--- src/rtl/exc_pkg.sv ---
package exc_pkg;

    localparam int PSR_W   = 32;
    localparam int NBANK   = 7;
    localparam int BANK_W  = $clog2(NBANK);

    localparam int PSR_T   = 5;
    localparam int PSR_F   = 6;
    localparam int PSR_I   = 7;

    localparam logic [4:0] MODE_USR = 5'b10000;
    localparam logic [4:0] MODE_FIQ = 5'b10001;
    localparam logic [4:0] MODE_IRQ = 5'b10010;
    localparam logic [4:0] MODE_SVC = 5'b10011;
    localparam logic [4:0] MODE_MON = 5'b10110;
    localparam logic [4:0] MODE_ABT = 5'b10111;
    localparam logic [4:0] MODE_UND = 5'b11011;
    localparam logic [4:0] MODE_SYS = 5'b11111;

    localparam logic [1:0] EXT_UND  = 2'd0;
    localparam logic [1:0] EXT_SVC  = 2'd1;
    localparam logic [1:0] EXT_PABT = 2'd2;
    localparam logic [1:0] EXT_DABT = 2'd3;

    typedef struct packed {
        logic       take;
        logic [4:0] mode;
        logic       set_i;
        logic       set_f;
        logic [4:0] vec_off;
    } entry_t;

    // Bank 0 is shared by user, system and any unassigned code; it has no saved status.
    function automatic logic [BANK_W-1:0] bank_of(input logic [4:0] m);
        case (m)
            MODE_FIQ: bank_of = BANK_W'(1);
            MODE_IRQ: bank_of = BANK_W'(2);
            MODE_SVC: bank_of = BANK_W'(3);
            MODE_ABT: bank_of = BANK_W'(4);
            MODE_UND: bank_of = BANK_W'(5);
            MODE_MON: bank_of = BANK_W'(6);
            default:  bank_of = BANK_W'(0);
        endcase
    endfunction

endpackage

--- src/rtl/exc_select.sv ---
module exc_select
    import exc_pkg::*;
(
    input  logic       exc_req,
    input  logic [1:0] exc_type,
    input  logic       irq_req,
    input  logic       fiq_req,
    input  logic       mask_i,
    input  logic       mask_f,
    output entry_t     ent
);

    always_comb begin
        ent = '0;
        if (exc_req) begin
            ent.take = 1'b1;
            case (exc_type)
                EXT_UND:  begin ent.mode = MODE_UND; ent.vec_off = 5'h04; end
                EXT_SVC:  begin ent.mode = MODE_SVC; ent.vec_off = 5'h08; end
                EXT_PABT: begin ent.mode = MODE_ABT; ent.vec_off = 5'h0C; end
                default:  begin ent.mode = MODE_ABT; ent.vec_off = 5'h10; end
            endcase
        end else if (fiq_req && !mask_f) begin
            ent.take    = 1'b1;
            ent.mode    = MODE_FIQ;
            ent.set_i   = 1'b1;
            ent.set_f   = 1'b1;
            ent.vec_off = 5'h1C;
        end else if (irq_req && !mask_i) begin
            ent.take    = 1'b1;
            ent.mode    = MODE_IRQ;
            ent.set_i   = 1'b1;
            ent.vec_off = 5'h18;
        end
    end

endmodule

--- src/rtl/bank_regs.sv ---
module bank_regs
    import exc_pkg::*;
#(
    parameter int AW = 32,
    parameter int NB = NBANK,
    parameter int PW = PSR_W
) (
    input  logic              clk,
    input  logic              rst_n,
    input  logic              spsr_we,
    input  logic [BANK_W-1:0] spsr_widx,
    input  logic [PW-1:0]     spsr_wdata,
    input  logic              lr_we,
    input  logic [BANK_W-1:0] lr_widx,
    input  logic [AW-1:0]     lr_wdata,
    input  logic [BANK_W-1:0] ridx,
    output logic [PW-1:0]     spsr_rd,
    output logic [AW-1:0]     lr_rd
);

    logic [PW-1:0] spsr_arr [NB];
    logic [AW-1:0] lr_arr   [NB];

    for (genvar b = 0; b < NB; b++) begin : g_bank
        logic [PW-1:0] spsr_d, spsr_q;
        logic [AW-1:0] lr_d, lr_q;

        always_comb begin
            spsr_d = spsr_q;
            lr_d   = lr_q;
            if (spsr_we && spsr_widx == BANK_W'(b)) spsr_d = spsr_wdata;
            if (lr_we && lr_widx == BANK_W'(b))     lr_d   = lr_wdata;
        end

        always_ff @(posedge clk) begin
            if (!rst_n) begin
                spsr_q <= '0;
                lr_q   <= '0;
            end else begin
                spsr_q <= spsr_d;
                lr_q   <= lr_d;
            end
        end

        assign spsr_arr[b] = spsr_q;
        assign lr_arr[b]   = lr_q;
    end

    always_comb begin
        spsr_rd = '0;
        lr_rd   = '0;
        for (int b = 0; b < NB; b++) begin
            if (ridx == BANK_W'(b)) begin
                spsr_rd = spsr_arr[b];
                lr_rd   = lr_arr[b];
            end
        end
    end

endmodule

--- src/rtl/mode_exc_ctrl.sv ---
module mode_exc_ctrl
    import exc_pkg::*;
#(
    parameter int          AW       = 32,
    parameter logic [AW-1:0] VEC_BASE = '0
) (
    input  logic             clk,
    input  logic             rst_n,
    input  logic             exc_req,
    input  logic [1:0]       exc_type,
    input  logic             irq_req,
    input  logic             fiq_req,
    input  logic [AW-1:0]    ret_addr,
    input  logic             ret_cmd,
    input  logic             psr_wr,
    input  logic [PSR_W-1:0] psr_wdata,
    input  logic             lr_wr,
    input  logic [AW-1:0]    lr_wdata,
    output logic [PSR_W-1:0] cpsr,
    output logic             redirect_valid,
    output logic [AW-1:0]    redirect_pc,
    output logic [AW-1:0]    lr_banked
);

    localparam logic [PSR_W-1:0] PSR_RESET = PSR_W'(32'h0000_00D3);

    typedef struct packed {
        logic [PSR_W-1:0] psr;
        logic             rv;
        logic [AW-1:0]    pc;
    } state_t;

    state_t st_d, st_q;

    entry_t            ent;
    logic [BANK_W-1:0] cur_bank;
    logic              cur_has_spsr;
    logic              spsr_we, lr_we;
    logic [BANK_W-1:0] spsr_widx, lr_widx;
    logic [PSR_W-1:0]  spsr_wdata, spsr_rd;
    logic [AW-1:0]     lr_wval, lr_rd;

    exc_select u_sel (
        .exc_req  (exc_req),
        .exc_type (exc_type),
        .irq_req  (irq_req),
        .fiq_req  (fiq_req),
        .mask_i   (st_q.psr[PSR_I]),
        .mask_f   (st_q.psr[PSR_F]),
        .ent      (ent)
    );

    assign cur_bank     = bank_of(st_q.psr[4:0]);
    assign cur_has_spsr = (cur_bank != '0);

    bank_regs #(.AW(AW), .NB(NBANK), .PW(PSR_W)) u_banks (
        .clk        (clk),
        .rst_n      (rst_n),
        .spsr_we    (spsr_we),
        .spsr_widx  (spsr_widx),
        .spsr_wdata (spsr_wdata),
        .lr_we      (lr_we),
        .lr_widx    (lr_widx),
        .lr_wdata   (lr_wval),
        .ridx       (cur_bank),
        .spsr_rd    (spsr_rd),
        .lr_rd      (lr_rd)
    );

    always_comb begin
        st_d       = st_q;
        st_d.rv    = 1'b0;
        spsr_we    = 1'b0;
        spsr_widx  = bank_of(ent.mode);
        spsr_wdata = st_q.psr;
        lr_we      = 1'b0;
        lr_widx    = cur_bank;
        lr_wval    = lr_wdata;

        if (ent.take) begin
            spsr_we          = 1'b1;
            lr_we            = 1'b1;
            lr_widx          = bank_of(ent.mode);
            lr_wval          = ret_addr;
            st_d.psr[4:0]    = ent.mode;
            st_d.psr[PSR_T]  = 1'b0;
            if (ent.set_i) st_d.psr[PSR_I] = 1'b1;
            if (ent.set_f) st_d.psr[PSR_F] = 1'b1;
            st_d.rv          = 1'b1;
            st_d.pc          = VEC_BASE + {{(AW-5){1'b0}}, ent.vec_off};
        end else begin
            lr_we = lr_wr;
            if (ret_cmd && cur_has_spsr) begin
                st_d.psr = spsr_rd;
                st_d.rv  = 1'b1;
                st_d.pc  = lr_rd;
            end else if (psr_wr) begin
                st_d.psr = psr_wdata;
            end
        end
    end

    always_ff @(posedge clk) begin
        if (!rst_n) begin
            st_q.psr <= PSR_RESET;
            st_q.rv  <= 1'b0;
            st_q.pc  <= '0;
        end else begin
            st_q <= st_d;
        end
    end

    assign cpsr           = st_q.psr;
    assign redirect_valid = st_q.rv;
    assign redirect_pc    = st_q.pc;
    assign lr_banked      = lr_rd;

    assert_entry_thumb_off_R4: assert property (@(posedge clk) disable iff (!rst_n)
        ent.take |=> (!cpsr[PSR_T] && redirect_valid));

    assert_fiq_masks_R4: assert property (@(posedge clk) disable iff (!rst_n)
        (ent.take && ent.set_f) |=> (cpsr[PSR_I] && cpsr[PSR_F] && cpsr[4:0] == MODE_FIQ));

    assert_irq_masked_R7: assert property (@(posedge clk) disable iff (!rst_n)
        (irq_req && cpsr[PSR_I] && !fiq_req && !exc_req && !ret_cmd && !psr_wr)
        |=> (!redirect_valid && $stable(cpsr)));

    assert_return_restore_R9: assert property (@(posedge clk) disable iff (!rst_n)
        (ret_cmd && !ent.take && cur_has_spsr)
        |=> (redirect_valid && redirect_pc == $past(lr_rd) && cpsr == $past(spsr_rd)));

    assert_return_ignored_R10: assert property (@(posedge clk) disable iff (!rst_n)
        (ret_cmd && !ent.take && !psr_wr && (cpsr[4:0] == MODE_USR || cpsr[4:0] == MODE_SYS))
        |=> (!redirect_valid && $stable(cpsr)));

    assert_redirect_pulse_R5: assert property (@(posedge clk) disable iff (!rst_n)
        (redirect_valid && !ent.take && !ret_cmd) |=> !redirect_valid);

endmodule

--- config.mk ---
export PLATFORM = sky130hd
export DESIGN_NAME = mode_exc_ctrl
export DESIGN_NICKNAME = d
export VERILOG_FILES = /design/src/rtl/exc_pkg.sv /design/src/rtl/exc_select.sv /design/src/rtl/bank_regs.sv /design/src/rtl/mode_exc_ctrl.sv
export SDC_FILE = /design/constraint.sdc
export NUM_CORES = 1
export LEC_CHECK = 0
export ABC_AREA = 1
export BUFFER_PORTS_ARGS = -buffer_cell sky130_fd_sc_hd__buf_2
export CORE_UTILIZATION = 45
export CTS_CLUSTER_SIZE = 25
export DETAILED_ROUTE_END_ITERATION = 8
export GPL_TIMING_DRIVEN = 0
export PLACE_DENSITY_LB_ADDON = 0.2
export SLEW_MARGIN = 20
export SYNTH_ARGS = -nofsm -noshare
export SYNTH_HDL_FRONTEND = slang
export SYNTH_HIERARCHICAL = 1
export SYNTH_SLANG_ARGS = --single-unit
--- constraint.sdc ---
create_clock -name clk -period 3.7 [get_ports clk]
set_input_delay 0.185 -clock clk [delete_from_list [all_inputs] [get_ports clk]]
set_output_delay 0.185 -clock clk [all_outputs]
set_load 0.02 [all_outputs]
# After elaboration in Yosys (flattened, before gate mapping)
# Index checks and enable logic that the tools add are counted.
# op_classes
muxes,36
n_reduce_logical,31
bitwise_logic,2
n_eq_ne,34
# op_table
operator,count
$mux W32,17
$eq A5 B5 Y1 const B,12
$mux W41,1
$pmux W3 S6,2
$mux W33,1
$eq A3 B3 Y1 const B,9
$eq A3 B2 Y1 const B,6
$logic_and A1 B1 Y1,17
$mux W5,3
$pmux W5 S3,1
$mux W7,2
$eq A3 B1 Y1 const B,3
$logic_not A3 Y1,3
$pmux W4 S2,1
$mux W6,1
$reduce_and A2 Y1,3
$reduce_bool A3 Y1,2
$mux W1,5
$ne A2 B2 Y1 const B,2
$reduce_bool A2 Y1,2
$mux W3,1
$eq A2 B1 Y1 const B,1
$eq A2 B2 Y1 const B,1
$logic_not A1 Y1,2
other kinds (4),5
# totals
reg_bits,513
out_inout_bits,97
in_bits,106

# Depth between registers and ports, before layout
# Gate-level depths: netlist (run 1).
# depth
ltp_word,12
ltp_mapped,17

# Cells and area by module
# The synthesis (run 1) kept the hierarchy.
# modules_own_cells
mod,area_per_inst_um2,n_inst,seq_area_each_um2,cells_per_inst
bank_regs,18936.9,1,8968.6,2699
mode_exc_ctrl,3344.5,1,1301.2,546
exc_select,212.7,1,0.0,37

# Worst setup path after synthesis (run 1)
# No wires, ideal clock.
# synth_timing
path_kind,register to register
startpoint,register st_q (netlist bit cpsr[6])
endpoint,register u_banks.g_bank[3].lr_q[23]
arrival_time_ps,2603
n_path_buf,1
setup_ps,128
path_slack_ps,968
stages_incl_launch_ff,11
path_cell_list,dfxtp_1 -> nor2_1 -> o21ai_0 -> inv_1 -> a2111oi_0 -> nand2_1 -> nand2_1 -> nand3_1 -> clkbuf_1 -> o21ai_0 -> a21oi_1
# synth_lines
item,line,text
from (decl),mode_exc_ctrl.sv:33,"state_t st_d, st_q;"
from (signal assigned),mode_exc_ctrl.sv:109,st_q <= st_d;
to (signal assigned),bank_regs.sv:41,lr_q <= lr_d;
to (decl),bank_regs.sv:26,"logic [AW-1:0] lr_d, lr_q;"

# Worst setup path after layout (run 1)
# layout_timing
startpoint,register st_q (netlist bit cpsr[0])
endpoint,output lr_banked[5]
# layout_between
elab_chain_len,10
word_cells_on_any_way,21
classes_between,eq/ne: 12; mux: 8; reduce/logical: 1
# layout_lines
item,line,text
$eq A5 B5 Y1,exc_pkg.sv:35,case (m)
$pmux W3 S6 (*),exc_pkg.sv:35,
net cur_bank[1],mode_exc_ctrl.sv:36,logic [BANK_W-1:0] cur_bank;
$logic_not A3 Y1,bank_regs.sv:53,if (ridx == BANK_W'(b)) begin
$mux W32 (6 in a row),bank_regs.sv:53,
$mux W32 (*),bank_regs.sv:53,
to (decl),mode_exc_ctrl.sv:22,output logic [AW-1:0] lr_banked
# Mark *: on every way through the listed nets, which the timed path passes. The rest lies on a longest branch.

==> results of run 1 <==
-- metrics by stage --
step                      total power, µW  cell area, µm²  setup TNS [ns]  worst slack [ns]
final                               15700           26720               0           0.09746
after global routing                16360           26720               0          0.006320
after CTS                           15650           26660               0           0.03185
after detailed placement            10000           24360          -38.69           -0.4333
after global placement               9966           24340          -36.15           -0.4013
after floorplan                      8696           22500               0            0.9685
-- cell type report --
class | instances | area [µm²] | share of cell area
clock inverter | 12 | 146.4 | 0.005478
buffer | 250 | 1209 | 0.04523
timing repair buffer | 249 | 1469 | 0.05497
tap | 664 | 830.8 | 0.03109
clock buffer | 86 | 1724 | 0.06452
sequential | 513 | 10280 | 0.3846
inverter | 107 | 409.1 | 0.01531
multi-input combinational | 2413 | 10660 | 0.3988
-- state kept, by name, indices dropped and copies added (netlist names) --
register	flops
u_banks/g_bank.lr_q	224
cpsr	32
redirect_valid	1
u_banks/g_bank.spsr_q	224
redirect_pc	32
-- final timing paths --
| kind | from | slack [ns] | to |
|---|---|---|---|
| setup / recovery | cpsr[0] | 0.1 | lr_banked[5] |
| hold / removal | psr_wr | 0.08 | cpsr[5] |
| setup reg to reg | cpsr[0] | 0.16 | cpsr[7] |
| hold reg to reg | u_banks/g_bank[3].spsr_q[13] | 0.45 | u_banks/g_bank[3].spsr_q[13] |
-- worst max-delay path: stages, from the launching register on --
cell and delay [ns]:
dfxtp_1 0.61, nand2_1 0.15, inv_1 0.07, nand2_1 0.11, o22ai_1 0.22, buf_4 0.24
buf_2 0.36, buf_2 0.33, nand4_1 0.13, nand3_1 0.18, nor2_1 0.06, nand4_1 0.14
buf_2 0.21
-- where the power goes --
part | switching, µW | internal (µW) | leakage [µW]
clock | 2330 | 3330 | 0.000925
sequential | 340 | 6050 | 0.00418
combinational | 2600 | 1050 | 0.00588
-- cells in the mapped netlist --
cell and count:
o21ai_2 1, nor2_2 3, or2_2 1, buf_4 20
buf_1 3, a2111oi_0 1, nand2_2 4, nand3_1 149
nand3_4 1, inv_1 99, a21oi_1 100, clkbuf_1 114
nor2_4 1, nand2_1 484, dfxtp_1 513, inv_2 7
o21ai_0 475, nand4_1 194, clkinv_1 1, nand3_2 1
nor3_4 3, ha_1 5, nor2_1 973, o22ai_1 1
conb_1 1, a31oi_1 3, nand2_4 1, nor3_2 1
buf_6 6, o21ai_1 8, a21oi_4 1, buf_2 107
-- what timing repair did --
| action | CTS | global route |
|---|---|---|
| endpoints found under the hold margin | 32 | 0 |
| gates resized for setup | 9 | 13 |
| setup endpoints to repair | 169 | 178 |
| pin swaps | 2 | 1 |
| hold buffers | 34 | 0 |
| setup buffers | 9 | 3 |
-- routing by layer --
layer | track usage | share of wire | wire length (µm) | up-vias
met4 | 0.1093 | 0.031 | 2492 | 4
met5 | 0 | 0.00032 | 26 | -
met3 | 0.05087 | 0.088 | 7036 | 163
met1 | 0.4360 | 0.44 | 35080 | 10850
li1 | - | - | - | 11360
met2 | 0.4812 | 0.44 | 35480 | 1041
-- layout by cell type (no fill, tap or decap), types with 3 or more instances in the layout --
cell,count
nor2_1,972
dfxtp_1,509
nand2_1,481
o21ai_0,475
buf_2,305
nand4_1,194
nand3_1,148
clkbuf_1,121
a21oi_1,100
inv_1,96
clkbuf_16,56
dlygate4sd3_1,34
buf_4,31
clkbuf_8,21
inv_2,8
o21ai_1,8
nand2_2,7
buf_6,7
clkinv_2,5
ha_1,5
nor2_2,4
clkbuf_4,3
a31oi_1,3
buf_1,3
clkinvlp_4,3
dfxtp_2,3
nor3_4,3
-- kinds of logic (layout without fill, tap and decap cells) --
group	count (synthesis)	in the layout	share of synthesized area
fa+ha+maj	5	5	0.002781
buf+inv	357	704	0.07086
other cells	1	2	0.0001667
flops	513	513	0.4566
simple gates	1816	1816	0.3373
compound gates	590	590	0.1323
==> results.sh, run 1 <==
export IMPL_fin_crit_ns=3.603
export IMPL_start_util=0.4576
export IMPL_tightest_slew_ns=0.9446
export IMPL_vias=23420
export IMPL_drc=0
export IMPL_clkSinkCount=513
export IMPL_synth_top_cell_by_area="dfxtp_1"
export IMPL_fp_coreArea_um2=49150
export IMPL_die_x_um=225.6
export IMPL_stdcell_count=4294
export IMPL_worst_setup_hold_path_clk_slew_ns=0.06
export IMPL_wl_um=80110
export IMPL_power_density_nw_per_um2=587.6
export IMPL_synth_top_area_frac=0.4566
export IMPL_io_buffers=202
export IMPL_dp_hpwl_um=55870
export IMPL_synthTopCellsByArea="dfxtp_1 46%, nor2_1 16%, o21ai_0 11%, nand2_1 8.1%, nand4_1 5.4%"
export IMPL_viasPerCell=5.453
export IMPL_rows=81
export IMPL_p_leak_uw=0.01099
export IMPL_skew_ns=0.02192
export IMPL_min_path_type="in2reg"
export IMPL_crit_arrival_ns=3.42
export IMPL_fmax_mhz=277.6
export IMPL_ys_seq_area_frac=0.4566
export IMPL_rsz0062_at_grt="no"
export IMPL_grt_pass1_vias=21050
export IMPL_antenna_found_initial=2
export IMPL_fillers=4995
export IMPL_irDropWorstVdd_mv=0.3572
export IMPL_critPathCaptureType="output port"
export IMPL_antenna_left=0
export IMPL_insertion_delay_ns=0.62
export IMPL_holdPathStages=4
export IMPL_cts_buffers=56
export IMPL_yosys_warnings=6
export IMPL_gr_total_overflow=0
export IMPL_drive_above_1_share=0.1311
export IMPL_post_route_util=0.5437
export IMPL_die_y_um=225.6
export IMPL_ys_seq_elements=513
export IMPL_hold_viol_final=0
export IMPL_path_max_fanout=11
export IMPL_netlist_instances=3282
export IMPL_htree_levels=2
export IMPL_area_growth_pct=18.80
export IMPL_wl_per_cell_um=18.66
export IMPL_status="completed"
export IMPL_grt_max_degree=16
export IMPL_grt_use_total=0.3109
export IMPL_dpl_cell_count=4150
export IMPL_rr_worst_depth=17
export IMPL_final_nets=3701
export IMPL_crit_type="reg2out"
export IMPL_tritoncts="built"
export IMPL_yosysUniqueCellTypes=32
export IMPL_dieArea_um2=50880
export IMPL_diodes=0
export IMPL_cts_root_buf="clkbuf_16"
export IMPL_maxCapViolations=0
export IMPL_avgSynthCellArea_um2=6.854
export IMPL_clockBufferDepth=3
export IMPL_synth_area_um2=22490
export IMPL_grt_pass1_wl_um=122100
export IMPL_relSlewSlack=0.3702
export IMPL_setup_violations=0
export IMPL_gp_congestion=0.9290
export IMPL_num_io_pins=203
export IMPL_hold_worst_slack_ns=0.08232
export IMPL_crit_required_ns=3.51
export IMPL_initialDrtViolationCount=2596
export IMPL_fin_crit_sh=0.9737
export IMPL_dr_pass1_iters=6
export IMPL_cp_start_kind="flip-flop"
export IMPL_slew_viol_final=0
Power figures use the tool's default switching activity.
==> run 2: changes to the inputs <==
--- a/config.mk
+++ b/config.mk
@@ -7,6 +7,7 @@
 export LEC_CHECK = 0
 export ABC_AREA = 1
 export BUFFER_PORTS_ARGS = -buffer_cell sky130_fd_sc_hd__buf_2
+export CORE_MARGIN = 2
 export CORE_UTILIZATION = 45
 export CTS_CLUSTER_SIZE = 25
 export DETAILED_ROUTE_END_ITERATION = 8
==> constraint.sdc (replaced) <==
create_clock -name clk -period 3.7 [get_ports clk]
set_input_delay 0.185 -clock clk [delete_from_list [all_inputs] [get_ports clk]]
set_output_delay 0.185 -clock clk [all_outputs]
set_load 0.005 [all_outputs]
==> results.sh, run 2 (synthesized netlist as in run 1, its figures left out) <==
export IMPL_status="completed"
export IMPL_power_density_nw_per_um2=575.2
export IMPL_seq_power_share=0.418
export IMPL_critPathCaptureType="output port"
export IMPL_tritoncts="built"
export IMPL_setup_violations=0
export IMPL_worstPathCellList="nand2_1 -> inv_1 -> nand2_1 -> o22ai_1 -> buf_4 -> buf_2 -> buf_2 -> nand4_1 -> nand3_1 -> nor2_1 -> nand4_1 -> buf_2"
export IMPL_fillers=5002
export IMPL_p_leak_uw=0.01092
export IMPL_vias=23360
export IMPL_internal_power_uw=10280
export IMPL_cts_root_buf="clkbuf_16"
export IMPL_path_max_fanout=11
export IMPL_slew_viol_final=0
export IMPL_pre_cts_slack_ns=-0.3945
export IMPL_cts_buffers=53
export IMPL_start_util=0.4576
export IMPL_insertion_delay_ns=0.61
export IMPL_hold_viol_final=0
export IMPL_grt_use_total=0.3040
export IMPL_r2r_slack_ns=0.18
export IMPL_r2r_start="cpsr[6]"
export IMPL_dr_pass1_iters=6
export IMPL_hp_start="psr_wdata[3]"
export IMPL_layout_commonest_cell="nor2_1"
export IMPL_antenna_found_initial=1
export IMPL_clockPowerShare=0.356
export IMPL_grt_pass1_wl_um=120700
export IMPL_switching_power_uw=5013
export IMPL_dieArea_um2=51790
export IMPL_gp_congestion=0.9127
export IMPL_die_y_um=227.6
export IMPL_gr_total_overflow=0
export IMPL_dp_hpwl_um=55660
export IMPL_slowest_stage="dfxtp_1"
export IMPL_min_path_type="in2reg"
export IMPL_num_io_pins=203
export IMPL_r2r_end="u_banks/g_bank[5].lr_q[4]"
export IMPL_final_nets=3695
export IMPL_irDropWorstVdd_mv=0.3534
export IMPL_grt_pass1_vias=20740
export IMPL_viasPerCell=5.441
export IMPL_rows=81
export IMPL_crit_arrival_ns=3.37
export IMPL_worst_setup_hold_path_clk_slew_ns=0.06
export IMPL_layout_common_cells="972 x nor2_1, 510 x dfxtp_1, 481 x nand2_1"
export IMPL_wl_per_cell_um=18.66
export IMPL_cp_common_cell="buf_2"
export IMPL_path_buf_inv=5
export IMPL_register_area_um2=10280
export IMPL_drc=0
export IMPL_cpPeakStageDelay_ns=0.60
export IMPL_cp_start_kind="flip-flop"
export IMPL_fin_crit_sh=0.9621
export IMPL_wl_um=80120
export IMPL_skew_ns=0.01861
export IMPL_p_total_uw=15290
export IMPL_sw_frac_of_total=0.3278
export IMPL_area_growth_pct=18.21
export IMPL_crit_type="reg2out"
export IMPL_cp_top_family="buffers and inverters"
export IMPL_holdPathStages=5
export IMPL_fin_crit_ns=3.560
export IMPL_rsz0062_at_grt="no"
export IMPL_fmax_mhz=280.9
export IMPL_htree_levels=2
export IMPL_clockBufferDepth=3
export IMPL_initialDrtViolationCount=2842
export IMPL_crit_required_ns=3.51
export IMPL_maxCapViolations=0
export IMPL_grt_max_degree=14
export IMPL_rr_worst_depth=15
export IMPL_hold_end="cpsr[3]"
export IMPL_power_frac_comb=0.227
export IMPL_setup_slack_ns=0.1401
export IMPL_multiInputGateArea_um2=10660
export IMPL_io_buffers=202
export IMPL_die_x_um=227.6
export IMPL_antenna_left=0
export IMPL_clkSinkCount=513
export IMPL_tightest_slew_ns=0.9675
export IMPL_drive_above_1_share=0.1284
export IMPL_reg_largest_list="u_banks/g_bank.lr_q: 224 flops, u_banks/g_bank.spsr_q: 224 flops"
export IMPL_fp_coreArea_um2=49150
export IMPL_relSlewSlack=0.3550
==> run 2: cell types whose count changed in the layout (fill, tap and decap cells not counted), sizes merged <==
cell	before	now
buf	348	346
clkbuf	203	208
clkinv	7	6
clkinvlp	3	2
diode	0	2
dlygate4sd3	34	33
inv	107	105
==> run 2: power groups by stage <==
stage | clock network [µW] | logic (µW) | registers (µW)
floorplan | 0 | 2130 | 6390
global placement | 0 | 3300 | 6480
detailed placement | 0 | 3330 | 6490
CTS | 5500 | 3380 | 6380
global route | 5730 | 3800 | 6440
finish | 5440 | 3470 | 6390
==> run 2: what timing repair did <==
item                                    in CTS  in global routing
resized for setup                            8                 20
pin swaps                                    2                  0
endpoints found under the setup margin     152                235
endpoints found under the hold margin       31                  0
hold buffers                                33                  0
setup buffers                               11                  0
==> run 2: metrics by stage <==
| step | util | instances | hold slack [ns] | instance area (µm²) | TNS (ns) |
|---|---|---|---|---|---|
| final | 0.5409 | 4294 | 0.05896 | 26590 | 0 |
| after global routing | 0.5409 | 4293 | 0.07660 | 26590 | 0 |
| after CTS | 0.5400 | 4292 | 0.006179 | 26540 | 0 |
| after detailed placement | 0.4953 | 4149 | 0.4189 | 24340 | -36.81 |
| after global placement | 0.4952 | 4149 | 0.4137 | 24340 | -36.82 |
| after floorplan | - | 3283 | 0.2691 | 22500 | 0 |
==> run 2: area by class of cell <==
type,count,area share
Multi-Input combinational cell,2413,0.4010
Sequential cell,513,0.3866
Clock buffer,91,0.06287
Timing Repair Buffer,246,0.05355
Buffer,250,0.04555
Tap cell,664,0.03125
Inverter,107,0.01548
Clock inverter,8,0.003529
Antenna cell,2,0.0001882
==> run 2: how the worst max path moves through the flow <==
stage / cells after the start / start / endpoint / slack [ns]
floorplan: 10 / cpsr[6] / u_banks/g_bank[3].lr_q[23] / 1.09
global placement: 17 / cpsr[6] / u_banks/g_bank[5].lr_q[7] / -0.39
detailed placement: 17 / cpsr[6] / u_banks/g_bank[5].lr_q[4] / -0.39
CTS: 17 / cpsr[6] / u_banks/g_bank[6].lr_q[8] / 0.003
global route: 12 / cpsr[0] / lr_banked[5] / 0.01
finish: 12 / cpsr[0] / lr_banked[5] / 0.14
==> run 2: metal layers <==
| layer | part of all wire | GRT usage | vias to the layer above |
|---|---|---|---|
| li1 | - | - | 11350 |
| met1 | 0.44 | 0.4321 | 10840 |
| met2 | 0.43 | 0.4608 | 1025 |
| met3 | 0.092 | 0.04956 | 149 |
| met4 | 0.037 | 0.1179 | 0 |
| met5 | 0 | 0 | - |
==> run 2: worst reg2reg max path: stages (launching register included) <==
cell        delay [ns]
dfxtp_4           0.40
inv_1             0.07
nand2_1           0.08
nand3_1           0.18
buf_4             0.15
clkbuf_1          0.34
clkbuf_1          0.50
nor2_1            0.11
a31oi_1           0.32
inv_1             0.12
nor2_1            0.17
nand2_2           0.23
clkinvlp_4        0.30
buf_2             0.31
nor2_1            0.07
nor2_1            0.11
==> run 3: changes to the inputs <==
--- a/config.mk
+++ b/config.mk
@@ -13,6 +13,7 @@
 export DETAILED_ROUTE_END_ITERATION = 8
 export GPL_TIMING_DRIVEN = 0
 export PLACE_DENSITY_LB_ADDON = 0.2
+export RECOVER_POWER = 100
 export SLEW_MARGIN = 20
 export SYNTH_ARGS = -nofsm -noshare
 export SYNTH_HDL_FRONTEND = slang
==> results.sh, run 3 (synthesized netlist as in run 1, its figures left out) <==
export IMPL_status="completed"
export IMPL_crit_arrival_ns=3.41
export IMPL_worstPathCellList="nor2_1 -> nand2_1 -> nand2_1 -> buf_4 -> nor3_4 -> buf_2 -> nand2_1 -> nand4_1 -> buf_2"
export IMPL_cp_top_family="simple AND/OR/NAND/NOR gates"
export IMPL_cp_common_cell="nand2_1"
export IMPL_grt_max_degree=14
export IMPL_die_y_um=227.6
export IMPL_wl_per_cell_um=18.67
export IMPL_setup_slack_ns=0.1037
export IMPL_antenna_found_initial=1
export IMPL_tritoncts="built"
export IMPL_wl_um=80170
export IMPL_initialDrtViolationCount=2942
export IMPL_clkSinkCount=513
export IMPL_fillers=5046
export IMPL_insertion_delay_ns=0.61
export IMPL_min_path_type="in2reg"
export IMPL_final_nets=3695
export IMPL_crit_type="reg2out"
export IMPL_io_buffers=202
export IMPL_gp_congestion=0.9127
export IMPL_multiInputGateArea_um2=10660
export IMPL_setup_violations=0
export IMPL_num_io_pins=203
export IMPL_skew_ns=0.01937
export IMPL_fin_crit_ns=3.596
export IMPL_gr_total_overflow=0
export IMPL_crit_required_ns=3.51
export IMPL_dieArea_um2=51790
export IMPL_htree_levels=2
export IMPL_start_util=0.4576
export IMPL_path_buf_inv=3
export IMPL_clockBufferDepth=3
export IMPL_dr_pass1_iters=5
export IMPL_layout_commonest_cell="nor2_1"
export IMPL_die_x_um=227.6
export IMPL_register_area_um2=10280
export IMPL_irDropWorstVdd_mv=0.3544
export IMPL_maxCapViolations=0
export IMPL_critPathCaptureType="output port"
export IMPL_drive_above_1_share=0.1080
export IMPL_relSlewSlack=0.3510
export IMPL_cts_root_buf="clkbuf_16"
export IMPL_worst_setup_hold_path_clk_slew_ns=0.06
export IMPL_slew_viol_final=0
export IMPL_grt_use_total=0.3040
export IMPL_fp_coreArea_um2=49150
export IMPL_power_density_nw_per_um2=576.7
export IMPL_post_route_util=0.5389
export IMPL_reg_largest_list="u_banks/g_bank.lr_q: 224 flops, u_banks/g_bank.spsr_q: 224 flops"
export IMPL_area_growth_pct=17.77
export IMPL_path_max_fanout=12
export IMPL_pre_cts_slack_ns=-0.3945
export IMPL_cts_buffers=53
export IMPL_grt_pass1_vias=20740
export IMPL_fmax_mhz=278.1
export IMPL_viasPerCell=5.443
export IMPL_cp_start_kind="flip-flop"
export IMPL_slowest_stage="dfxtp_1"
export IMPL_rsz0062_at_grt="no"
export IMPL_antenna_left=0
export IMPL_grt_pass1_wl_um=120700
export IMPL_dp_hpwl_um=55660
export IMPL_fin_tns_setup_ns=0
export IMPL_rows=81
export IMPL_layout_common_cells="972 x nor2_1, 510 x dfxtp_1, 482 x nand2_1"
export IMPL_cpPeakStageDelay_ns=0.66
export IMPL_hold_viol_final=0
export IMPL_tightest_slew_ns=0.9735
export IMPL_fin_crit_sh=0.9720
export IMPL_vias=23370
export IMPL_p_leak_uw=0.01062
export IMPL_drc=0
[run 3: changes by cell type in the layout (fill, tap and decap cells not counted), sizes merged]
cell    previous run  this run
buf              346       257
clkbuf           208       297
[run 3: final timing paths]
path	start	end	slack [ns]	cells after the start
worst max-delay path	cpsr[2]	lr_banked[0]	0.10	9
worst min-delay path	psr_wdata[3]	cpsr[3]	0.06	5
worst max register to register	cpsr[6]	u_banks/g_bank[6].lr_q[8]	0.11	16
worst min register to register	u_banks/g_bank[3].lr_q[30]	u_banks/g_bank[3].lr_q[30]	0.45	2
[run 3: cell type report]
| type | instances | share of cell area |
|---|---|---|
| multi-input combinational | 2413 | 0.4024 |
| sequential | 513 | 0.3880 |
| timing repair buffer | 246 | 0.05101 |
| inverter | 107 | 0.01554 |
| buffer | 250 | 0.04482 |
| clock buffer | 91 | 0.06310 |
| tap | 664 | 0.03136 |
| clock inverter | 8 | 0.003542 |
| antenna | 2 | 0.0001889 |
[run 3: layer usage]
layer,GRT usage,share of wire,wire length [µm],vias up
met2,0.4608,0.43,34540,1004
met5,0,0,0,-
met3,0.04956,0.086,6925,155
met1,0.4321,0.45,35770,10860
li1,-,-,-,11350
met4,0.1179,0.037,2927,0
[run 3: worst reg2reg max path, cell delays in order (launching register included)]
cell        delay (ns)
dfxtp_4           0.40
inv_1             0.07
nand2_1           0.08
nand3_1           0.18
buf_4             0.15
clkbuf_1          0.34
clkbuf_1          0.52
nor2_1            0.11
a31oi_1           0.31
inv_1             0.12
nand2_1           0.08
inv_1             0.05
nand2_2           0.27
clkinvlp_4        0.30
clkbuf_2          0.30
nor2_1            0.15
nor2_1            0.06
[run 3: repair_timing]
item,CTS,global route
buffers inserted,11,0
pin swaps,2,0
hold buffers,33,0
setup endpoints to repair,152,235
endpoints found under the hold margin,31,0
resized for setup,8,20
[run 3: through the flow]
stage | power [µW] | hold slack (ns) | area [µm²] | instances
after floorplan | 8525 | 0.2691 | 22500 | 3283
after global placement | 9784 | 0.4137 | 24340 | 4149
after detailed placement | 9820 | 0.4189 | 24340 | 4149
after CTS | 15260 | 0.006179 | 26540 | 4292
after global routing | 15950 | 0.07660 | 26490 | 4293
final | 15280 | 0.05989 | 26490 | 4294
[run 3: power by group]
| part | internal (µW) | switching (µW) | total, µW |
|---|---|---|---|
| logic | 1020 | 2430 | 3450 |
| clock network | 3190 | 2250 | 5440 |
| registers | 6050 | 341 | 6390 |
